--- src/rtl/fsdiv_pkg.sv ---
package fsdiv_pkg;
  localparam int DEF_DATA_W = 16;
  localparam int DEF_STEPS  = 4;

  typedef enum logic {
    PH_IDLE = 1'b0,
    PH_RUN  = 1'b1
  } phase_e;
endpackage

--- src/rtl/fsdiv_rst_sync.sv ---
module fsdiv_rst_sync #(
  parameter int STAGES = 2
) (
  input  logic clk,
  input  logic rst_n,
  output logic rst_n_sync
);
  logic [STAGES-1:0] chain_q;

  always_ff @(posedge clk or negedge rst_n) begin
    if (!rst_n) chain_q <= '0;
    else        chain_q <= {chain_q[STAGES-2:0], 1'b1};
  end

  assign rst_n_sync = chain_q[STAGES-1];
endmodule

--- src/rtl/fsdiv_step.sv ---
// One restoring shift-subtract step.
module fsdiv_step #(
  parameter int W = 16
) (
  input  logic [W-1:0] num_i,
  input  logic [W-1:0] den_i,
  input  logic [W-1:0] rem_i,
  input  logic [W-1:0] quo_i,
  output logic [W-1:0] num_o,
  output logic [W-1:0] rem_o,
  output logic [W-1:0] quo_o
);
  logic [W-1:0] shifted;
  logic         below;

  always_comb begin
    shifted = {rem_i[W-2:0], num_i[W-1]};
    below   = (shifted < den_i);
    quo_o   = {quo_i[W-2:0], ~below};
    rem_o   = below ? shifted : (shifted - den_i);
    num_o   = {num_i[W-2:0], 1'b0};
  end
endmodule

--- src/rtl/fsdiv_stage.sv ---
// STEPS chained steps evaluated in one cycle.
module fsdiv_stage #(
  parameter int W     = 16,
  parameter int STEPS = 4
) (
  input  logic [W-1:0] num_i,
  input  logic [W-1:0] den_i,
  input  logic [W-1:0] rem_i,
  input  logic [W-1:0] quo_i,
  output logic [W-1:0] num_o,
  output logic [W-1:0] rem_o,
  output logic [W-1:0] quo_o
);
  logic [W-1:0] num_c [0:STEPS];
  logic [W-1:0] rem_c [0:STEPS];
  logic [W-1:0] quo_c [0:STEPS];

  assign num_c[0] = num_i;
  assign rem_c[0] = rem_i;
  assign quo_c[0] = quo_i;

  for (genvar g = 0; g < STEPS; g++) begin : g_step
    fsdiv_step #(.W(W)) u_step (
      .num_i (num_c[g]),
      .den_i (den_i),
      .rem_i (rem_c[g]),
      .quo_i (quo_c[g]),
      .num_o (num_c[g+1]),
      .rem_o (rem_c[g+1]),
      .quo_o (quo_c[g+1])
    );
  end

  assign num_o = num_c[STEPS];
  assign rem_o = rem_c[STEPS];
  assign quo_o = quo_c[STEPS];
endmodule

--- src/rtl/fsdiv_ctrl.sv ---
// Sequencer: accepts a start when idle, counts CYCLES working cycles.
module fsdiv_ctrl
  import fsdiv_pkg::*;
#(
  parameter int CYCLES = 4
) (
  input  logic clk,
  input  logic rst_n,
  input  logic start_i,
  output logic load_o,
  output logic step_o,
  output logic last_o,
  output logic busy_o,
  output logic done_o
);
  localparam int CNT_W = (CYCLES > 1) ? $clog2(CYCLES) : 1;
  localparam logic [CNT_W-1:0] LAST_CNT = CNT_W'(CYCLES - 1);

  phase_e           phase_q, phase_d;
  logic [CNT_W-1:0] cnt_q, cnt_d;
  logic             done_q, done_d;
  logic             cnt_en;

  always_comb begin
    load_o  = (phase_q == PH_IDLE) && start_i;
    step_o  = (phase_q == PH_RUN);
    last_o  = step_o && (cnt_q == LAST_CNT);
    phase_d = phase_q;
    cnt_d   = cnt_q;
    done_d  = last_o;
    cnt_en  = load_o || step_o;
    if (load_o) begin
      phase_d = PH_RUN;
      cnt_d   = '0;
    end else if (step_o) begin
      cnt_d = cnt_q + 1'b1;
      if (last_o) phase_d = PH_IDLE;
    end
  end

  always_ff @(posedge clk or negedge rst_n) begin
    if (!rst_n) begin
      phase_q <= PH_IDLE;
      cnt_q   <= '0;
      done_q  <= 1'b0;
    end else begin
      done_q <= done_d;
      if (cnt_en) begin
        phase_q <= phase_d;
        cnt_q   <= cnt_d;
      end
    end
  end

  assign busy_o = (phase_q == PH_RUN);
  assign done_o = done_q;
endmodule

--- src/rtl/fourstep_divider.sv ---
module fourstep_divider
  import fsdiv_pkg::*;
#(
  parameter int DATA_W        = DEF_DATA_W,
  parameter int STEPS_PER_CYC = DEF_STEPS
) (
  input  logic              clk,
  input  logic              rst_n,
  input  logic              start_i,
  input  logic [DATA_W-1:0] dividend_i,
  input  logic [DATA_W-1:0] divisor_i,
  output logic              busy_o,
  output logic              done_o,
  output logic [DATA_W-1:0] quotient_o,
  output logic [DATA_W-1:0] remainder_o
);
  localparam int CYCLES = DATA_W / STEPS_PER_CYC;

  logic              rst_n_i;
  logic              load, step, last;
  logic [DATA_W-1:0] num_q, num_d, den_q, den_d, rem_q, rem_d, quo_q, quo_d;
  logic              zero_q, zero_d;
  logic [DATA_W-1:0] num_s, rem_s, quo_s;
  logic              dp_en;

  fsdiv_rst_sync #(.STAGES(2)) u_rst (
    .clk        (clk),
    .rst_n      (rst_n),
    .rst_n_sync (rst_n_i)
  );

  fsdiv_ctrl #(.CYCLES(CYCLES)) u_ctrl (
    .clk     (clk),
    .rst_n   (rst_n_i),
    .start_i (start_i),
    .load_o  (load),
    .step_o  (step),
    .last_o  (last),
    .busy_o  (busy_o),
    .done_o  (done_o)
  );

  fsdiv_stage #(.W(DATA_W), .STEPS(STEPS_PER_CYC)) u_stage (
    .num_i (num_q),
    .den_i (den_q),
    .rem_i (rem_q),
    .quo_i (quo_q),
    .num_o (num_s),
    .rem_o (rem_s),
    .quo_o (quo_s)
  );

  // next-state
  always_comb begin
    num_d  = num_q;
    den_d  = den_q;
    rem_d  = rem_q;
    quo_d  = quo_q;
    zero_d = zero_q;
    dp_en  = load || step;
    if (load) begin
      num_d  = dividend_i;
      den_d  = divisor_i;
      rem_d  = '0;
      quo_d  = '0;
      zero_d = (divisor_i == '0);
    end else if (step) begin
      num_d = num_s;
      rem_d = rem_s;
      quo_d = quo_s;
      if (last && zero_q) begin
        rem_d = '0;
        quo_d = '0;
      end
    end
  end

  // registers
  always_ff @(posedge clk or negedge rst_n_i) begin
    if (!rst_n_i) begin
      num_q  <= '0;
      den_q  <= '0;
      rem_q  <= '0;
      quo_q  <= '0;
      zero_q <= 1'b0;
    end else if (dp_en) begin
      num_q  <= num_d;
      den_q  <= den_d;
      rem_q  <= rem_d;
      quo_q  <= quo_d;
      zero_q <= zero_d;
    end
  end

  assign quotient_o  = quo_q;
  assign remainder_o = rem_q;
endmodule

--- config.mk ---
export PLATFORM = sky130hd
export DESIGN_NAME = fourstep_divider
export DESIGN_NICKNAME = d
export VERILOG_FILES = /design/src/rtl/fsdiv_pkg.sv /design/src/rtl/fsdiv_rst_sync.sv /design/src/rtl/fsdiv_step.sv /design/src/rtl/fsdiv_stage.sv /design/src/rtl/fsdiv_ctrl.sv /design/src/rtl/fourstep_divider.sv
export SDC_FILE = /design/constraint.sdc
export NUM_CORES = 1
export LEC_CHECK = 0
export ABC_AREA = 0
export BUFFER_PORTS_ARGS = -buffer_cell sky130_fd_sc_hd__buf_2
export CAP_MARGIN = 30
export CORE_AREA = 2 2 162 164
export CTS_BUF_LIST = sky130_fd_sc_hd__clkbuf_16
export DETAILED_ROUTE_END_ITERATION = 10
export DIE_AREA = 0 0 164 166
export PLACE_DENSITY = 0.51
export SLEW_MARGIN = 5
export SYNTH_ARGS = -nofsm -noshare
export SYNTH_HDL_FRONTEND = slang
export SYNTH_SLANG_ARGS = --single-unit
--- constraint.sdc ---
create_clock -name clk -period 3.5 [get_ports clk]
set_input_delay 0.35 -clock clk [delete_from_list [all_inputs] [get_ports clk]]
set_output_delay 0.35 -clock clk [all_outputs]
set_load 0.02 [all_outputs]
## Yosys cells after proc, flatten, opt, wreduce, memory -nomap -nowiden

Index checks and enable logic that the tools add are counted.

- Add/subtract/negate cells: 5
- Order comparisons: 4
- Equality and inequality tests: 1
- Mux-type cells: 17
- Bitwise operators: 5
- Reduce and logical (&&, ||, !) cells: 8

Operators by type and width:

| kind | count |
|---|---|
| 16-bit two-way mux | 9 |
| 16-bit < comparator | 4 |
| 15-bit two-way mux | 3 |
| 15-bit subtractor | 3 |
| 16-bit logical NOT | 1 |
| 16-bit subtractor | 1 |
| 1-bit NOT | 5 |
| 2-bit two-way mux | 2 |
| 2-bit AND reduction | 2 |
| 1-bit logical AND | 3 |
| 1-bit two-way mux | 3 |
| 2-bit by 1-bit adder with 2-bit output (second input constant) | 1 |
| 2-bit == test (second input constant) | 1 |
| 2-bit nonzero test | 1 |
| 1-bit logical OR | 1 |

- Bits in registers: 71
- Input bits: 35
- Output and inout port bits: 34
- Logic and storage cells: 49

## Depth between registers and ports, before layout

Gate-level depths: netlist of run 1.

- Depth after elaboration: 11
- Mapped depth: 41
- Gate-level depth less buffers: 37

## Cells and area by module

From an unflattened synthesis of run 1, not the netlist that was laid out.

- Cell total of the unflattened synthesis: 982
- Area, all modules: 8403.1 um^2

Modules (own cells, without submodules):

| module | times used | cells an instance | area each (um^2) |
|---|---|---|---|
| fsdiv_step at u_stage.g_step[1].u_step ... | 3 | 203 | 1436.4 |
| fourstep_divider | 1 | 186 | 2557.5 |
| fsdiv_step at u_stage.g_step[0].u_step | 1 | 172 | 1311.3 |
| fsdiv_ctrl | 1 | 12 | 171.4 |
| fsdiv_rst_sync | 1 | 3 | 53.8 |

## Least setup slack after synthesis of run 1

OpenSTA, ideal clock, no wires.

- Path type: flip-flop to flip-flop
- From: reg rem_q[0], in the netlist remainder_o[0]
- To: reg rem_q[6], in the netlist remainder_o[6]
- Library setup time: 0.126 ns
- Arrival: 8.181 ns
- Required time: 3.374 ns
- Slack: -4.806 ns
- Stages on the path, launching flop included: 40
- Buffers on the path: 5
- Clock period less this slack: 8.306 ns
- Path through: dfrtp_1 -> inv_1 -> fa_1 -> nor2b_4 -> o31a_4 -> o21ai_4 -> o211a_4 -> nor2_2 -> buf_4 -> mux2_2 -> ha_1 -> and3_1 -> nand2_1 -> nor4bb_1 -> nor2_1 -> o21ai_2 -> clkbuf_1 -> nand2_1 -> [... 4 more ...] -> a21o_1 -> o311ai_1 -> o311a_1 -> a21bo_2 -> buf_2 -> buf_1 -> nand2_1 -> o21ai_0 -> ha_1 -> a21oi_1 -> o211ai_1 -> o41ai_2 -> o21ai_1 -> and3_1 -> o21a_1 -> buf_2 -> a22o_1 -> a221o_1

- Cells in the longest elaborated chain, start to end: 11

RTL lines:

| what | RTL line | text |
|---|---|---|
| from (decl) | fourstep_divider.sv:21 | `logic [DATA_W-1:0] num_q, num_d, den_q, den_d, rem_q, rem_d, quo_q, quo_d;` |
| from (signal assigned) | fourstep_divider.sv:89 | `rem_q <= rem_d;` |
| 15-bit subtractor / 16-bit < comparator (equally long branches) | fsdiv_step.sv:20, fsdiv_step.sv:18 |  |
| 15-bit two-way mux * | fsdiv_step.sv:20 | `rem_o = below ? shifted : (shifted - den_i);` |
| 15-bit subtractor / 16-bit < comparator (equally long branches) | fsdiv_step.sv:20, fsdiv_step.sv:18 |  |
| 15-bit two-way mux * | fsdiv_step.sv:20 |  |
| 15-bit subtractor / 16-bit < comparator (equally long branches) | fsdiv_step.sv:20, fsdiv_step.sv:18 |  |
| 15-bit two-way mux * | fsdiv_step.sv:20 |  |
| 16-bit subtractor / 16-bit < comparator (equally long branches) | fsdiv_step.sv:20, fsdiv_step.sv:18 |  |
| 16-bit two-way mux * | fsdiv_step.sv:20 |  |
| 16-bit two-way mux * | fourstep_divider.sv:71 | `if (last && zero_q) begin` |
| 16-bit two-way mux * | fourstep_divider.sv:67 | `end else if (step) begin` |
| 16-bit two-way mux * | fourstep_divider.sv:61 | `if (load) begin` |

Mark *: on every way between the ends. The rest lies on a longest branch, timed or not. The select of a mux whose other input is x is not followed.
A chain may end at the register's enable or synchronous reset.

## Worst setup path in the final report of run 1

- From: reg num_q[15]
- To: reg rem_q[15], in the netlist remainder_o[15]

- Cells in the longest elaborated chain, start to end: 11

RTL lines:

| what | RTL line | text |
|---|---|---|
| from (decl) | fourstep_divider.sv:21 |  |
| from (signal assigned) | fourstep_divider.sv:87 | `num_q <= num_d;` |
| 15-bit subtractor / 16-bit < comparator (equally long branches) | fsdiv_step.sv:20, fsdiv_step.sv:18 |  |
| 15-bit two-way mux * | fsdiv_step.sv:20 |  |
| 15-bit subtractor / 16-bit < comparator (equally long branches) | fsdiv_step.sv:20, fsdiv_step.sv:18 |  |
| 15-bit two-way mux * | fsdiv_step.sv:20 |  |
| 15-bit subtractor / 16-bit < comparator (equally long branches) | fsdiv_step.sv:20, fsdiv_step.sv:18 |  |
| 15-bit two-way mux * | fsdiv_step.sv:20 |  |
| 16-bit subtractor / 16-bit < comparator (equally long branches) | fsdiv_step.sv:20, fsdiv_step.sv:18 |  |
| 16-bit two-way mux * | fsdiv_step.sv:20 |  |
| 16-bit two-way mux * | fourstep_divider.sv:71 |  |
| 16-bit two-way mux * | fourstep_divider.sv:67 |  |
| 16-bit two-way mux * | fourstep_divider.sv:61 |  |

Marks and branches as above.

==> metrics list, run 1 <==
* Routability Congestion: 0.907
- The number of endpoints with negative hold slack in the final report was 0.
* Seq/Total Area, Yosys: 0.282
- The worst register-to-register path begins at num_q[15]$_DFFE_PN0P_.
* Crit path kind: flop to flop
- Total area of multi-input combinational cells: 4960 um2
* Most frequent standard cell in the layout excluding fill and tap cells: sky130_fd_sc_hd__buf_4
- The most critical setup path has its endpoint at remainder_o[15]$_DFFE_PN0P_.
- The number of global-route vias before repair came to 6668.
- TritonCTS clock tree: done
* Routed wire length per instance: 16.9 um
- In this run the standard cell core region covers 25600 um2.
- Overflow left after global routing: 0
* Register-to-register setup slack: -4.25 ns
- Violations in the final reports: setup timing
* Final Routed Wirelength: 24.0 mm
* Result of the run: finished, violations left
- Final Critical Period: 7.75 ns
- Buffers inserted during clock tree synthesis total 9.
- CP Data Arrival Time: 8.02 ns
- Combined flip-flop and latch cell area: 1780 um2
- In the routed design, unresolved DRC markers number 0.
- Number of antenna violations at the first check in global routing: 1
- Timing would allow up to 0.129 GHz.
- STA classifies the critical path endpoint as a flop.
- Buffers placed on the I/O ports in this run total 68.
- Most used cells in the layout excluding fill and tap cells: sky130_fd_sc_hd__buf_4 (280), sky130_fd_sc_hd__dfrtp_1 (69), sky130_fd_sc_hd__buf_2 (68), sky130_fd_sc_hd__nand2_1 (62), sky130_fd_sc_hd__o21ai_0 (52)
- In this design, the stage delay of the slowest critical-path cell is 0.43 ns.
* Buffer cell driving the clock tree root: sky130_fd_sc_hd__clkbuf_16
* Post-Syn Nets: 823
- Die Span X: 164 um
* Worst reg-to-reg path cell count: 41
* Worst clock skew: 0.0159 ns
* Sink count of the clock tree: 71
- Of the cells placed in the final design, the portion with a size suffix greater than 1 is 0.474.
* Crit path launch: num_q[15]$_DFFE_PN0P_
- Fraction of registers with async set or reset after synthesis: 1.00
- The H-tree was split into 3 levels.
- In the finished design, the share of the clock period the worst path needs comes to 2.21.
- Worst setup slack after layout: -4.25 ns
* Total of warnings raised by yosys: 0
- Overall routing resource usage: 0.176
* Die H: 166 um
- In the synthesized netlist the dominant register cell turns out to be sky130_fd_sc_hd__dfrtp_1.
- Critical path launch point type: flop
- Die outline area: 27200 um2
* Count of different cell masters after synthesis: 71
- Number of antenna-violating nets in the routed design: 0
- Dividing the detail-routed via count by the number of cells gives approximately 4.8.
- Sum Neg Setup Slack: -73.47 ns
- Initial standard-cell utilization of the core: 0.246
- Entering global routing, the biggest net connects 59 pins.
- Number of iterations in the first detailed-routing pass: 6
- Transition time at the pin with the least slew margin: 1.03 ns
- Counting flops and latches in the post-synthesis netlist gives 71.
- Signed area change from the synthesized netlist to the final layout: 63.9%
* Relative slew slack: 0.315
- Worst path slowest cell: sky130_fd_sc_hd__a311o_1
- Mapped Avg Cell Area: roughly 9 um2
* Detailed placer's ending HPWL: 19.3 mm
- Fill cell count: 2559
- Max-cap violation count: 0
- Required time reported for the critical path endpoint: 3.77 ns
* Number of slew-limit violations in the final report: 0
- For this block, the initial DRC count from the detailed router was approximately 320.
* Clock transition at path regs: 0.07 ns
- Setup repair after global routing could not meet its margin everywhere.
- 0 antenna diodes ended up in the layout.
- Total via count in the routed design: 6733
- In the final design database the tool counted 1179 nets.
* Deepest clock path buffer count: 2
- FF-to-FF End: remainder_o[15]$_DFFE_PN0P_
* Syn Std Cell Area: approximately 6300 um2
* Cell mode on critical path: sky130_fd_sc_hd__o211ai_1
- After floorplanning, the core was divided into 59 placement rows.
- Yosys mapped a number of flops with a built-in enable equal to 0.
* Min-delay worst type: flop to asynchronous set/reset pin
- The first global-routing pass estimated 36.8 mm of wire.
* Worst-skew pair later-pin latency: 0.36 ns
* Cell count after synthesis: 719
- Crit-path max FO: 7
- Setup violations remaining at the end of the flow were counted as 19.
- In this run the count of I/O pins placed on the die edge is 69.
==> flip-flops by register name, indices dropped and copies added, names as in the netlist <==
signal / flops
den_q: 16
num_q: 16
quotient_o: 16
remainder_o: 16
u_ctrl.busy_o: 1
u_ctrl.cnt_q: 2
u_ctrl.done_o: 1
u_rst.chain_q: 2
zero_q: 1
==> Yosys cell counts (all sizes together) (8+ instances only) <==
master / instances / share of area
inv: 42 / 0.025
a22o: 16 / 0.022
clkbuf: 15 / 0.0089
nor2: 45 / 0.028
nand2: 69 / 0.041
o21a: 16 / 0.019
and3: 8 / 0.0079
xor2: 14 / 0.019
o211ai: 15 / 0.018
a211oi: 8 / 0.010
a21o: 17 / 0.020
nand2b: 9 / 0.0089
mux2: 15 / 0.028
a21oi: 37 / 0.029
nor3: 12 / 0.010
nor2b: 8 / 0.0091
dfrtp: 71 / 0.28
mux2i: 25 / 0.040
ha: 65 / 0.13
xnor2: 30 / 0.042
o21ai: 82 / 0.068
==> metal layers <==
layer | GRT usage | share of wire
met1 | 0.222 | 0.43
met2 | 0.291 | 0.48
met3 | 0.0300 | 0.036
met4 | 0.0843 | 0.053
met5 | 0 | 0.00054
==> stage by stage <==
step	cell area, um2	worst slack, ns	hold slack [ns]	utilization	std cells
final	10300	-4.25	0.158	0.403	1415
after global routing	10300	-4.59	0.191	0.403	1415
after CTS	9780	-4.18	0.171	0.382	1392
after detailed placement	9090	-4.83	0.140	0.355	1350
after global placement	9060	-4.68	0.137	0.354	1349
after floorplan	6540	-4.15	0.0544	-	719
==> cell type report <==
type                    count  share of cell area
clock buffers               9              0.0218
repair buffers            367               0.260
clock inverters             7             0.00934
inverters                  42              0.0153
multi-input cells         584               0.481
well taps                 335              0.0406
flip-flops and latches     71               0.173
==> how the worst min path moves through the flow <==
stage / from / endpoint / slack [ns] / cells after the start
after global placement: rst_n / u_rst.chain_q[0]$_DFF_PN0_ / 0.14 / 1
after floorplan: rst_n / u_rst.chain_q[0]$_DFF_PN0_ / 0.05 / 0
after detailed placement: rst_n / u_rst.chain_q[0]$_DFF_PN0_ / 0.14 / 1
after CTS: u_rst.chain_q[1]$_DFF_PN0_ / quotient_o[0]$_DFFE_PN0P_ / 0.17 / 0
final: u_rst.chain_q[1]$_DFF_PN0_ / quotient_o[0]$_DFFE_PN0P_ / 0.16 / 0
after global routing: u_rst.chain_q[1]$_DFF_PN0_ / quotient_o[0]$_DFFE_PN0P_ / 0.19 / 0
==> critical path: cells and delay by family (launching register included) <==
family / cells / cell delay, ns
compound gates: 22 / 4.05
fa+ha+maj: 5 / 1.38
buf+inv: 8 / 1.02
simple gates: 5 / 0.60
flops: 1 / 0.34
xor+xnor: 1 / 0.27
==> timing repair <==
| action | CTS | global route |
|---|---|---|
| gates resized for setup | 54 | 76 |
| hold endpoints to repair | 2 | 0 |
| hold buffers | 1 | 0 |
| setup buffers | 25 | 27 |
| endpoints found under the setup margin | 19 | 19 |
| pin swaps | 36 | 49 |
==> logic make-up after synthesis <==
family,count (synthesis),share of synthesized area
compound gates,244,0.266
simple gates,186,0.141
flops,71,0.282
fa+ha+maj,69,0.142
buf+inv,64,0.0399
xor+xnor,44,0.0612
mux,40,0.0678
other cells,1,0.000596
Power of run 1 is left out: the tool's default activity adds up to more than one toggle a clock period on the data nets, which glitch-free logic cannot reach.
==> inputs of run 2 (changes only) <==
--- a/config.mk
+++ b/config.mk
@@ -5,13 +5,13 @@
 export SDC_FILE = /design/constraint.sdc
 export NUM_CORES = 1
 export LEC_CHECK = 0
-export ABC_AREA = 0
+export ABC_AREA = 1
 export BUFFER_PORTS_ARGS = -buffer_cell sky130_fd_sc_hd__buf_2
 export CAP_MARGIN = 30
-export CORE_AREA = 2 2 162 164
+export CORE_AREA = 2 2 169 171
 export CTS_BUF_LIST = sky130_fd_sc_hd__clkbuf_16
 export DETAILED_ROUTE_END_ITERATION = 10
-export DIE_AREA = 0 0 164 166
+export DIE_AREA = 0 0 171 173
 export PLACE_DENSITY = 0.51
 export SLEW_MARGIN = 5
 export SYNTH_ARGS = -nofsm -noshare
==> run 2 against run 1 <==
Compared with the run above:
- the run still ends with setup timing left
- synthesized cell count rose by 39%
- cell count is 25% higher
- global-route usage grew 2.7 points
- hold slack improved by 0.038 ns
- register-to-register slack better by 1.6 ns
- die area increased by 8.7%
- sequential cell count unchanged
- setup slack gained 1.6 ns
- clock skew is 0.0032 ns lower
- final area is 17% higher
- sequential share of layout area down 2.4 points
- wire length up 23%
==> metrics list, run 2 <==
* Result of the run: finished, violations left
* Violations in the final reports: setup timing
* Number of antenna-violating nets in the routed design: 0 (unchanged)
- The critical path is of the flop to flop type.
- Mapped Avg Cell Area: 6.84 um2 (-22%)
- Cell types with the largest area share after synthesis: sky130_fd_sc_hd__dfrtp_1 (26%), sky130_fd_sc_hd__nand2_1 (16%), sky130_fd_sc_hd__ha_1 (12%), sky130_fd_sc_hd__inv_1 (7.8%), sky130_fd_sc_hd__nand3_1 (6.0%)
- The count of mapped cells out of synthesis is 998 (+39%).
- Clock transition at path regs: 0.07 ns (about the same)
- Total via count in the routed design: 8159 (+21%)
- The data required time at the worst endpoint was 3.79 ns (+0.02 ns).
- The most numerous cell type found on the critical path is sky130_fd_sc_hd__nand2_4.
* IO buf count: 68 (unchanged)
- The library cell used most frequently in the layout, excluding fill and tap cells, is sky130_fd_sc_hd__buf_4.
- The total global routing overflow is 0 (unchanged).
- The mapped cell area was 6830 um2 (+8.5%).
- In the post-synthesis netlist, the cell with the most instances is sky130_fd_sc_hd__nand2_1.
* Leading post-synthesis cells by instance count: sky130_fd_sc_hd__nand2_1 (286), sky130_fd_sc_hd__inv_1 (141), sky130_fd_sc_hd__nand3_1 (82), sky130_fd_sc_hd__dfrtp_1 (71), sky130_fd_sc_hd__ha_1 (65)
- First DRT Iteration DRCs: 444 (+37%)
* Achievable frequency: 0.163 GHz (+26%)
* Diodes inserted: 0 (unchanged)
- Seq/Total Area, Yosys: 0.260 (-0.0220)
* Global-route wire length before repair: 46.0 mm (+25%)
- Final clock period utilization by the worst path: 1.76 (-0.459)
- Leaving out fill and tap cells, the most frequent cells in the layout are sky130_fd_sc_hd__buf_4 (295), sky130_fd_sc_hd__nand2_1 (232), sky130_fd_sc_hd__inv_1 (121), sky130_fd_sc_hd__buf_2 (68), sky130_fd_sc_hd__dfrtp_1 (62).
- The headroom to the max-slew limit came to 0.391 (+0.0763).
* Worst-skew pair later-pin latency: 0.36 ns (about the same)
* Initial standard-cell utilization of the core: 0.247 (+0.00138)
- Area of the placeable core: 27600 um2 (+7.9%)
- Post-detailed-route DRC marker count: 0 (unchanged)
- Die Span X: 171 um (+4.3%)
- The number of rows created at floorplan is 61 (+3.4%).
- Among cell families on the critical path, the largest total delay comes from simple AND/OR/NAND/NOR gates.
- The largest clock skew in the final design came to 0.0127 ns (-0.00320 ns).
* CP Data Arrival Time: 6.43 ns (-1.59 ns)
- The number of H-tree levels came to 3 (unchanged).
* Layout Nets: 1483 (+26%)
* Unrepaired setup endpoints after global routing: yes
* Synth area leader: sky130_fd_sc_hd__dfrtp_1
- The transition time at the pin with the least slew margin came to 0.911 ns (-0.116 ns).
* Total area of multi-input combinational cells: 5950 um2 (+20%)
- The count of buffer and inverter cells on the critical path is 8 (unchanged).
- Routed wire length per instance: 16.8 um (-0.93%)
* Area share of the largest cell type after synthesis: 0.260 (-0.0220)
- The half-perimeter wire length after detailed placement came to 22.7 mm (+18%).
- The post-route worst setup slack is -2.64 ns (+1.61 ns).
- The global-route usage over all layers is 0.203 (+0.0266).
- The post-synth net total was 1102 (+34%).
- The minimum clock period was 6.14 ns (-1.61 ns).
* Worst path slowest cell: sky130_fd_sc_hd__dfrtp_2
- Among all flip-flop cells after synthesis, the most frequent one is sky130_fd_sc_hd__dfrtp_1.
- The number of antenna violations at the first check in global routing came to 0 (-1).
- Critical path launch point type: flop
- Synth Register Bits: 71 (unchanged)
- The die area was 29600 um2 (+8.7%).
- Fraction of final layout cells with drive strength greater than 1: 0.505 (+0.0310)
- The final weighted congestion of routability-driven global placement was 0.969 (+6.8%).
- Total of warnings raised by yosys: 0 (unchanged)
* Min-delay worst type: primary input to flop
- The setup violation total in the final timing report was 18 (-1).
* Final Routed Wirelength: 29.5 mm (+23%)
- The max-slew violation count came to 0 (unchanged).
- In this run the clock root is driven by a sky130_fd_sc_hd__clkbuf_16.
* Critical Path End Type: flop
- The number of global-route vias before repair is 8366 (+25%).
- The number of max-cap violations is 0 (unchanged).
* Die H: 173 um (+4.2%)
* Final hold violation count: 0 (unchanged)
* Fraction of registers with async set or reset after synthesis: 1.00 (unchanged)
* Stage delay of the slowest cell on the critical path: 0.45 ns (+0.02 ns)
* Sink count of the clock tree: 71 (unchanged)
- Fill cell count: 2773 (+8.4%)
- Number of placed I/O pins: 69 (unchanged)
- Deepest clock path buffer count: 2 (unchanged)
- The number of detailed-route iterations in the first pass came to 6 (unchanged).
- TritonCTS Buffers: 9 (unchanged)
* Ratio of routed vias to standard cells: 4.63 (-2.7%)
* Count of different cell masters after synthesis: 45 (-37%)
- Combined flip-flop and latch cell area: 1790 um2 (+0.49%)
- Largest net degree at the start of global routing: 46 (-22%)
- Compared with the post-synthesis result, the final layout area differs by 76.3%.
- Number of synthesized flops with an enable pin: 0 (unchanged)
* TritonCTS clock tree: done
* Crit-path max FO: 12 (+5)
- The worst slack after detailed placement is -3.24 ns (+1.59 ns).
==> run 2: cell types whose count changed after synthesis, sizes merged, moves of 15 or more <==
cell   before  now
a21oi      37   56
mux2       15    0
mux2i      25    0
nand2      69  303
inv        42  145
nand3       7   87
a22o       16    1
o21ai      82   58
==> run 2: kinds of logic (layout without fill, tap and decap cells) <==
family | after synthesis | in the layout | synth area share
flops | 71 | 71 | 0.260
compound gates | 170 | 170 | 0.153
simple gates | 491 | 493 | 0.319
fa+ha+maj | 69 | 69 | 0.131
buf+inv | 166 | 550 | 0.0986
xor+xnor | 30 | 30 | 0.0385
other cells | 1 | 1 | 0.000549
==> run 2: repair_timing <==
| action | 4_1_cts | 5_1_grt |
|---|---|---|
| hold buffers | 1 | 0 |
| endpoints found under the hold margin | 2 | 0 |
| buffers inserted | 27 | 17 |
| pin swaps | 80 | 87 |
| cloned | 6 | 0 |
| gates resized for setup | 178 | 94 |
| setup endpoints to repair | 18 | 19 |
==> run 2: final cells by class <==
type / instances / share of cell area
clock buffer: 9 / 0.0187
clock inverter: 7 / 0.00551
inverter: 145 / 0.0467
multi-input combinational: 763 / 0.495
sequential: 71 / 0.149
tap: 378 / 0.0393
timing repair buffer: 389 / 0.247
==> run 2: tightest hold or removal path: stages <==
cell	delay [ns]
sky130_fd_sc_hd__buf_2	0.07
sky130_fd_sc_hd__nand2_1	0.04
sky130_fd_sc_hd__o21ai_0	0.06
==> run 2: path summary, 6_finish.rpt <==
path                                                  from                     endpoint  slack [ns]  depth (start not counted)
worst max-delay path                  den_q[0]$_DFFE_PN0P_  remainder_o[14]$_DFFE_PN0P_       -2.64                         41
worst min-delay path                         dividend_i[3]         num_q[3]$_DFFE_PN0P_        0.20                          3
worst max register to register        den_q[0]$_DFFE_PN0P_  remainder_o[14]$_DFFE_PN0P_       -2.64                         41
worst min register to register  u_rst.chain_q[1]$_DFF_PN0_           zero_q$_DFFE_PN0P_        0.27                          0
max in group asynchronous       u_rst.chain_q[1]$_DFF_PN0_  remainder_o[12]$_DFFE_PN0P_        2.64                          1
min in group asynchronous       u_rst.chain_q[1]$_DFF_PN0_           zero_q$_DFFE_PN0P_        0.27                          0
==> run 2: stage by stage <==
| stage | hold slack, ns | TNS [ns] | instances | cell area [um2] | utilization |
|---|---|---|---|---|---|
| finish | 0.196 | -45.26 | 1762 | 12000 | 0.436 |
| CTS | 0.190 | -44.63 | 1748 | 11500 | 0.416 |
| global placement | 0.137 | -52.31 | 1697 | 10100 | 0.364 |
| global route | 0.212 | -50.19 | 1762 | 12000 | 0.436 |
| floorplan | 0.0544 | -36.73 | 998 | 7280 | - |
| detailed placement | 0.139 | -52.74 | 1698 | 10100 | 0.365 |
==> run 2: metal layers <==
metal | wire [um] | track usage | up-vias
met1 | 13500 | 0.271 | 3857
met3 | 1670 | 0.0357 | 51
met4 | 861 | 0.0614 | 0
li1 | - | - | 4042
met2 | 13500 | 0.333 | 209
met5 | 0 | 0 | -
Power of run 2 is left out for the same reason.
